`src/rtl/lcd_tgen_pkg.sv`:
```
`timescale 1ns/1ps
package lcd_tgen_pkg;

  localparam int LEN_W = 11;          // widest single span: 1024 active pixels or lines

  // horizontal word fields
  localparam int HUNIT_LSB = 2;
  localparam int HUNIT_W   = 6;
  localparam int PIX_UNIT_LOG2 = 4;   // active width counted in groups of 16
  localparam int HSW_LSB   = 8;
  localparam int HFP_LSB   = 16;
  localparam int HBP_LSB   = 24;
  localparam int HFLD_W    = 8;

  // vertical word fields
  localparam int VACT_LSB  = 0;
  localparam int VACT_W    = 10;
  localparam int VSW_LSB   = 10;
  localparam int VSW_W     = 6;
  localparam int VFP_LSB   = 16;
  localparam int VBP_LSB   = 24;
  localparam int VFLD_W    = 8;

  // polarity word bits
  localparam int HS_INV_BIT = 12;
  localparam int VS_INV_BIT = 11;

  typedef struct packed {
    logic [LEN_W-1:0] hsw;
    logic [LEN_W-1:0] hbp;
    logic [LEN_W-1:0] hact;
    logic [LEN_W-1:0] hfp;
    logic [LEN_W-1:0] vsw;
    logic [LEN_W-1:0] vbp;
    logic [LEN_W-1:0] vact;
    logic [LEN_W-1:0] vfp;
    logic             hs_low;
    logic             vs_low;
    logic             dual;
  } cfg_t;

  // stored-minus-one field to a length
  function automatic logic [LEN_W-1:0] from_m1(input logic [LEN_W-1:0] f);
    return f + LEN_W'(1);
  endfunction

  // sum of the four parts of a line or a frame
  function automatic logic [LEN_W+1:0] span_total(
    input logic [LEN_W-1:0] s, input logic [LEN_W-1:0] b,
    input logic [LEN_W-1:0] a, input logic [LEN_W-1:0] f);
    return (LEN_W+2)'(s) + (LEN_W+2)'(b) + (LEN_W+2)'(a) + (LEN_W+2)'(f);
  endfunction

  function automatic cfg_t decode_words(
    input logic [31:2] t0, input logic [31:0] t1,
    input logic hs_inv, input logic vs_inv, input logic dual_mode);
    cfg_t c;
    c.hact   = from_m1(LEN_W'(t0[HUNIT_LSB +: HUNIT_W])) << PIX_UNIT_LOG2;
    c.hsw    = from_m1(LEN_W'(t0[HSW_LSB +: HFLD_W]));
    c.hfp    = from_m1(LEN_W'(t0[HFP_LSB +: HFLD_W]));
    c.hbp    = from_m1(LEN_W'(t0[HBP_LSB +: HFLD_W]));
    c.vact   = from_m1(LEN_W'(t1[VACT_LSB +: VACT_W]));
    c.vsw    = from_m1(LEN_W'(t1[VSW_LSB +: VSW_W]));
    c.vfp    = LEN_W'(t1[VFP_LSB +: VFLD_W]);
    c.vbp    = LEN_W'(t1[VBP_LSB +: VFLD_W]);
    c.hs_low = hs_inv;
    c.vs_low = vs_inv;
    c.dual   = dual_mode;
    return c;
  endfunction

endpackage

```
`src/rtl/lcd_tgen_shadow.sv`:
```
`timescale 1ns/1ps
module lcd_tgen_shadow (
  input  logic                 clk,
  input  logic                 rst_n,
  input  logic                 load,
  input  lcd_tgen_pkg::cfg_t   cfg_in,
  output lcd_tgen_pkg::cfg_t   cfg_q
);

  always_ff @(posedge clk or negedge rst_n) begin
    if (!rst_n)    cfg_q <= '0;
    else if (load) cfg_q <= cfg_in;
  end

endmodule

```
`src/rtl/lcd_tgen_axis.sv`:
```
`timescale 1ns/1ps
module lcd_tgen_axis #(
  parameter int CNT_W = 11,
  parameter int LEN_W = lcd_tgen_pkg::LEN_W
) (
  input  logic             clk,
  input  logic             rst_n,
  input  logic             run,
  input  logic             adv,
  input  logic [LEN_W-1:0] sync_len,
  input  logic [LEN_W-1:0] bp_len,
  input  logic [LEN_W-1:0] act_len,
  input  logic [LEN_W-1:0] fp_len,
  output logic [CNT_W-1:0] pos_q,
  output logic             last,
  output logic             sync_zone,
  output logic             act_zone,
  output logic [CNT_W-1:0] act_idx
);

  localparam int TW = LEN_W + 2;

  logic [TW-1:0] pos_w, total, act_lo, act_hi;

  assign pos_w     = TW'(pos_q);
  assign total     = lcd_tgen_pkg::span_total(sync_len, bp_len, act_len, fp_len);
  assign act_lo    = TW'(sync_len) + TW'(bp_len);
  assign act_hi    = act_lo + TW'(act_len);
  assign last      = (pos_w == total - TW'(1));
  assign sync_zone = (pos_w < TW'(sync_len));
  assign act_zone  = (pos_w >= act_lo) && (pos_w < act_hi);
  assign act_idx   = CNT_W'(pos_w - act_lo);

  always_ff @(posedge clk or negedge rst_n) begin
    if (!rst_n)   pos_q <= '0;
    else if (!run) pos_q <= '0;
    else if (adv)  pos_q <= last ? '0 : pos_q + CNT_W'(1);
  end

  AST_HOLD_WHEN_IDLE: assert property (@(posedge clk) disable iff (!rst_n)
    !run |=> (pos_q == '0));

  AST_POS_IN_RANGE: assert property (@(posedge clk) disable iff (!rst_n)
    run |-> (pos_w < total));

endmodule

```
`src/rtl/lcd_tgen.sv`:
```
`timescale 1ns/1ps
module lcd_tgen #(
  parameter int CNT_W = 11
) (
  input  logic             clk,
  input  logic             rst_n,
  input  logic             en,
  input  logic             dual,
  input  logic [31:0]      tim0,
  input  logic [31:0]      tim1,
  input  logic [31:0]      tim2,
  output logic             hsync,
  output logic             vsync,
  output logic             de,
  output logic [CNT_W-1:0] pix_x,
  output logic [CNT_W-1:0] line_y,
  output logic [CNT_W-1:0] line_y_lo,
  output logic             sof
);

  import lcd_tgen_pkg::*;

  cfg_t live_cfg, held_cfg, cfg;

  logic [CNT_W-1:0] h_pos, v_pos, h_idx, v_idx;
  logic h_last, h_sync_zone, h_act_zone;
  logic v_last, v_sync_zone, v_act_zone;
  logic at_origin;

  // bits of the words that carry no TFT timing
  logic word_bits_unused;
  assign word_bits_unused = ^{tim0[1:0], tim2[31:13], tim2[10:0]};

  assign live_cfg  = decode_words(tim0[31:2], tim1, tim2[HS_INV_BIT],
                                  tim2[VS_INV_BIT], dual);
  assign at_origin = (h_pos == '0) && (v_pos == '0);
  // first clock of a frame uses the words as presented; the rest of the
  // frame uses the copy taken on that clock
  assign cfg       = at_origin ? live_cfg : held_cfg;

  lcd_tgen_shadow u_shadow (
    .clk    (clk),
    .rst_n  (rst_n),
    .load   (at_origin),
    .cfg_in (live_cfg),
    .cfg_q  (held_cfg)
  );

  lcd_tgen_axis #(.CNT_W(CNT_W), .LEN_W(LEN_W)) u_hax (
    .clk       (clk),
    .rst_n     (rst_n),
    .run       (en),
    .adv       (1'b1),
    .sync_len  (cfg.hsw),
    .bp_len    (cfg.hbp),
    .act_len   (cfg.hact),
    .fp_len    (cfg.hfp),
    .pos_q     (h_pos),
    .last      (h_last),
    .sync_zone (h_sync_zone),
    .act_zone  (h_act_zone),
    .act_idx   (h_idx)
  );

  lcd_tgen_axis #(.CNT_W(CNT_W), .LEN_W(LEN_W)) u_vax (
    .clk       (clk),
    .rst_n     (rst_n),
    .run       (en),
    .adv       (h_last),
    .sync_len  (cfg.vsw),
    .bp_len    (cfg.vbp),
    .act_len   (cfg.vact),
    .fp_len    (cfg.vfp),
    .pos_q     (v_pos),
    .last      (v_last),
    .sync_zone (v_sync_zone),
    .act_zone  (v_act_zone),
    .act_idx   (v_idx)
  );

  logic frame_end;
  assign frame_end = h_last && v_last;

  assign de        = en && h_act_zone && v_act_zone;
  assign hsync     = (en && h_sync_zone) ^ cfg.hs_low;
  assign vsync     = (en && v_sync_zone) ^ cfg.vs_low;
  assign sof       = en && at_origin;
  assign pix_x     = de ? h_idx : '0;
  assign line_y    = de ? v_idx : '0;
  assign line_y_lo = (de && cfg.dual) ? v_idx + CNT_W'(cfg.vact) : '0;

  AST_SOF_SINGLE: assert property (@(posedge clk) disable iff (!rst_n)
    sof |=> !sof);

  AST_SOF_AFTER_FRAME_END: assert property (@(posedge clk) disable iff (!rst_n)
    (en && frame_end) |=> (sof || !en));

  AST_DE_OUTSIDE_SYNC: assert property (@(posedge clk) disable iff (!rst_n)
    de |-> (!h_sync_zone && !v_sync_zone));

  AST_X_STEP: assert property (@(posedge clk) disable iff (!rst_n)
    (de && $past(de)) |-> (pix_x == CNT_W'($past(pix_x) + CNT_W'(1))));

  AST_VSYNC_LINE_EDGE: assert property (@(posedge clk) disable iff (!rst_n)
    !$stable(v_sync_zone) |-> (h_pos == '0));

endmodule

```
`config.mk`:
```
export PLATFORM = sky130hd
export DESIGN_NAME = lcd_tgen
export DESIGN_NICKNAME = d
export VERILOG_FILES = /design/src/rtl/lcd_tgen_pkg.sv /design/src/rtl/lcd_tgen_shadow.sv /design/src/rtl/lcd_tgen_axis.sv /design/src/rtl/lcd_tgen.sv
export SDC_FILE = /design/constraint.sdc
export NUM_CORES = 1
export LEC_CHECK = 0
export ABC_AREA = 1
export ABC_CLOCK_PERIOD_IN_PS = 6090
export BUFFER_PORTS_ARGS = -buffer_cell sky130_fd_sc_hd__buf_2
export CORE_MARGIN = 2
export CORE_UTILIZATION = 45
export DETAILED_ROUTE_END_ITERATION = 12
export PLACE_DENSITY_LB_ADDON = 0.1
export SLEW_MARGIN = 20
export SYNTH_ARGS = -nofsm -noshare
export SYNTH_HDL_FRONTEND = slang
export SYNTH_HIERARCHICAL = 1
export SYNTH_SLANG_ARGS = --single-unit
```
`constraint.sdc`:
```
create_clock -name clk -period 6.09 [get_ports clk]
set_clock_uncertainty 0.2 [all_clocks]
set_input_delay 0.9135 -clock clk [delete_from_list [all_inputs] [get_ports clk]]
set_output_delay 0.9135 -clock clk [all_outputs]
set_load 0.005 [all_outputs]
```
# ---- Word level (Yosys, flattened, before mapping)
# Index checks and enable logic that the tools add are counted.
# W data, S select, Z words.
dict set report totals {
  mem_bits_rw 0
  rom_bits 0
  in_bits 100
  register_bits 113
  wordCells 63
  out_inout_bits 37
  n_memories 0
  latch_bits 0
}
dict set report classes {
  n_shift 0
  n_div 0
  n_mul 0
  muxes 9
  addsub 19
  magnitude_cmp 6
  n_reduce_logical 11
  bitwise_logic 2
  n_eq_ne 3
}
# cell count
set op_table {}
lappend op_table {{$mux W91} 1}
lappend op_table {{$mux W11} 8}
lappend op_table {{$add A8 B1 Y9 const B} 3}
lappend op_table {{$add A12 B11 Y13} 2}
lappend op_table {{$add A13 B11 Y13} 2}
lappend op_table {{$eq A11 B13 Y1} 2}
lappend op_table {{$lt A11 B13 Y1} 2}
lappend op_table {{$sub A13 B1 Y13 const B} 2}
lappend op_table {{$add A11 B11 Y12} 2}
lappend op_table {{$ge A11 B12 Y1} 2}
lappend op_table {{$add A11 B1 Y11 const B} 2}
lappend op_table {{$logic_not A11 Y1} 2}
lappend op_table {{$lt A11 B11 Y1} 2}
lappend op_table {{$sub A11 B11 Y11} 2}
lappend op_table {{$add A6 B1 Y7 const B} 2}
lappend op_table {{$add A10 B1 Y11 const B} 1}
lappend op_table {{$add A11 B11 Y11} 1}
lappend op_table {{$logic_and A1 B1 Y1} 9}
lappend op_table {{$ne A2 B1 Y1 const B} 1}
lappend op_table {{$xor A1 B1 Y1} 2}

# ---- Depth between registers and ports, before layout
dict set report depth {
  word_depth 11
  depth_mapped 42
  depth_no_buf 40
}

# ---- Hierarchy
# Netlist, hierarchy kept.
# mod area_per_inst_um2 seq_area_each_um2 instances cells_each
set by_module_without_submodules {}
lappend by_module_without_submodules {{lcd_tgen_axis at u_vax} 3658.5 275.3 1 583}
lappend by_module_without_submodules {{lcd_tgen_axis at u_hax} 3608.5 275.3 1 583}
lappend by_module_without_submodules {lcd_tgen_shadow 3485.8 2277.2 1 384}
lappend by_module_without_submodules {lcd_tgen 2585.0 0.0 1 542}

# ---- Worst setup path before layout
# Ideal clock, no wire load.
dict set report synth_path {
  kind {register to output}
  startpoint {reg u_hax.pos_q[1]}
  endpoint {out line_y_lo[2]}
  arrival_time_ns 4.942
  path_buffers 2
  required_time_ns 4.977
  setup_slack_ns 0.034
  path_stages_with_launch 36
  cell_sequence {dfrtp_1 nor2_1 inv_1 nor2_2 nand3_2 buf_6 clkbuf_1 nand2_1 nand2_1 ha_1 nand2_1 nand2_1 nand2_1 and3_1 o21ai_0 xor2_1 ha_1 nand2_1 inv_1 a21oi_1 nand2_1 a21oi_1 o21ai_0 xnor2_1 ha_1 inv_1 nor2_1 o21ai_0 nand3_1 nor2_1 nand3_1 inv_1 nand2_1 nor2_4 o21ai_1 a21oi_1}
}
# element line_no
set synth_lines {}
lappend synth_lines {{from (decl)} lcd_tgen_axis.sv:14} ;# output logic [CNT_W-1:0] pos_q,
lappend synth_lines {{from (signal assigned)} lcd_tgen_axis.sv:37} ;# else if (adv) pos_q <= last ? '0 : pos_q + CNT_W'(1);
lappend synth_lines {{to (decl)} lcd_tgen.sv:17} ;# output logic [CNT_W-1:0] line_y_lo,

==> metrics.cfg <==
[outcome]
status = finished with violations
violations = negative setup slack

[yosys]
synth.avg_cell_area_um2 = 6.38
synth_area_mm2 = 0.0133
yosysWarnings = 6
postSynthCellCount = 2091

[cts]
clockBufferDepth = 2
cts_max_level = 4
clkTransAtPathRegs_ns = 0.07
cts_root_buf = clkbuf_16
cts_buffers = 17
cts_tree = yes
insertion_delay_ns = 0.44
clkSinkCount = 113

[setup_path]
r2r_start = u_hax/pos_q[2]
r2r_setup_slack_ns = -0.25
worst-path-max-fanout = 7
critPathKind = reg2out
critPathMaxStageDelay_ns = 0.39
critPathLaunchType = flop
critical_path_required_ns = 4.98
cpMaxStageDelayCell = dfrtp_1
r2r_end = u_vax/pos_q[6]
path_common_cell = nand2_2
worstRegToRegCells = 46
cp-end-kind = output port
arrival_ns = 5.82

[min_path]
min_path_cells = 2
whs_endpoint = u_shadow/cfg_q[15]
worst_hold_path_type = reg2reg
holdCritStartpoint = u_shadow/cfg_q[15]

[placed_design]
dp.final_hpwl_um = 31400
pre_cts_ws_ns = -0.899
port_buffers = 104
place_inst = 2870
gp_congestion = 0.938

[cells_and_area]
seq_area_mm2 = 0.00283
final_core_utilization = 0.671
antenna_cells = 0
area_delta_synth_final_pct = 47.9
multi_input_area_mm2 = 0.0108
nNetsFinal = 2861
drive_gt1_frac = 0.337
nFillCells = 2495
instances_no_fill = 2995

[global_routing]
grt_pass1_wl_um = 68000
grt_pass1_vias = 13800
grt_antenna_before_repair = 0
grt-ovfl-total = 0
grtUsageTotal = 0.276
grt_max_degree = 66

[drt]
vias_per_cell = 4.92
route.met3.wl_um = 2280
drc = 0
postRouteAntennaNets = 0
drt_wl_total_um = 44400
highest_layer = met4
wl_met1_um = 20600
met2_length_um = 20700
drt_pass1_iterations = 7
drt-initial-drc-count = 1031
routedWlPerCell_um = 14.8
vias = 14700

[timing]
setup_viol = 56
rsz0062_at_grt = yes
setup_slack_ns = -0.845
slew_viol_final = 0
fmax_mhz = 144
worst_pin_slew_ns = 0.915
fin_setup_tns_ns = -23.65
hold_viol = 0
min_period_ns = 6.94
timing.final.crit_share = 1.14
relSlewSlack = 0.390

[power]
power_w = 0.0131
p_comb_frac = 0.849
power.leakage_nw = 11.0
seqPwrFrac = 0.071
swShare = 0.484
p_sw_w = 0.00634
peakVddDrop_v = 0.000426
p_per_area_mw_per_mm2 = 664
p_int_w = 0.00676
power_frac_clock = 0.080

[floorplan]
die_x_um = 176
design.core.area_mm2 = 0.0294
initial_core_util = 0.454
die_area_mm2 = 0.0310
die_h_um = 176
row_count = 63
io_pins = 137

[flow_run]
cap_violations = 0

-- layer usage --
metal	vias up	global-route usage
li1	7509	-
met4	0	0.0727
met3	61	0.0336
met1	6825	0.386
met2	354	0.449
met5	-	0
-- worst max-delay path by stage --
stage                   startpoint           end  slack [ns]  cells past startpoint
floorplan           u_hax/pos_q[1]  line_y_lo[2]        0.03                     35
global placement          tim0[24]  line_y_lo[2]       -0.83                     38
detailed placement         tim0[8]  line_y_lo[2]       -0.90                     34
CTS                 u_hax/pos_q[4]  line_y_lo[1]       -0.78                     38
global route        u_hax/pos_q[1]  line_y_lo[1]       -1.11                     38
finish              u_hax/pos_q[1]  line_y_lo[7]       -0.85                     39
-- through the flow --
| stage | hold WS (ns) | cell area (um2) |
|---|---|---|
| after floorplan | 0.237 | 13400 |
| after global placement | 0.248 | 16400 |
| after detailed placement | 0.258 | 16400 |
| after CTS | 0.273 | 18500 |
| after global routing | 0.280 | 19700 |
| final | 0.269 | 19700 |
-- cells in the final DEF, fill, tap and decap left out, types with 9 or more instances in the layout --
| cell type | count |
|---|---|
| buf_6 | 26 |
| a21oi_1 | 55 |
| nand3b_1 | 9 |
| nand4_1 | 15 |
| clkbuf_16 | 19 |
| xor2_1 | 74 |
| buf_4 | 365 |
| nor2_2 | 25 |
| dfrtp_1 | 113 |
| buf_2 | 103 |
| nand2_2 | 94 |
| ha_1 | 122 |
| nor3_1 | 15 |
| o21ai_1 | 9 |
| nor2_1 | 115 |
| inv_1 | 273 |
| conb_1 | 22 |
| nand3_2 | 16 |
| inv_2 | 21 |
| ha_4 | 34 |
| xor2_2 | 12 |
| a21oi_2 | 26 |
| nand2_1 | 729 |
| nand2_4 | 28 |
| xnor2_1 | 21 |
| nand3_1 | 80 |
| o21ai_0 | 23 |
| nor2_4 | 15 |
-- sequential cells by signal, indices dropped and copies added (netlist names) --
register,count
u_hax/pos_q,11
u_shadow/cfg_q,91
u_vax/pos_q,11
-- repair_timing --
item                       CTS  global route
pin swaps                   96           121
resized for setup          200           223
cloned                       4             2
hold buffers                 0             0
setup endpoints to repair   56            56
setup buffers               62            30
-- worst max-delay path, delay by kind of cell, from the launching register on --
| kind | cells | cell delay, ns |
|---|---|---|
| XOR/XNOR | 2 | 0.32 |
| flip-flops | 1 | 0.39 |
| AND/OR/NAND/NOR | 17 | 1.73 |
| AO/OA/AOI/OAI | 6 | 0.95 |
| buffers and inverters | 11 | 1.19 |
| adder cells (fa/ha/maj) | 3 | 0.75 |
-- area by class of cell --
| cell class | count | share of cell area |
|---|---|---|
| multi-input combinational | 1655 | 0.550 |
| sequential | 113 | 0.143 |
| inverter | 297 | 0.0574 |
| clock buffer | 17 | 0.0216 |
| clock inverter | 15 | 0.00819 |
| tap | 390 | 0.0247 |
| timing repair buffer | 508 | 0.195 |
-- power groups by stage --
stage,registers [W],clock network (W),logic (W)
floorplan,0.000923,0,0.00546
global placement,0.000930,0,0.00869
detailed placement,0.000934,0,0.00884
CTS,0.000925,0.00107,0.00969
global route,0.000945,0.00110,0.0123
finish,0.000929,0.00105,0.0111
(Power assumes the default switching activity.)
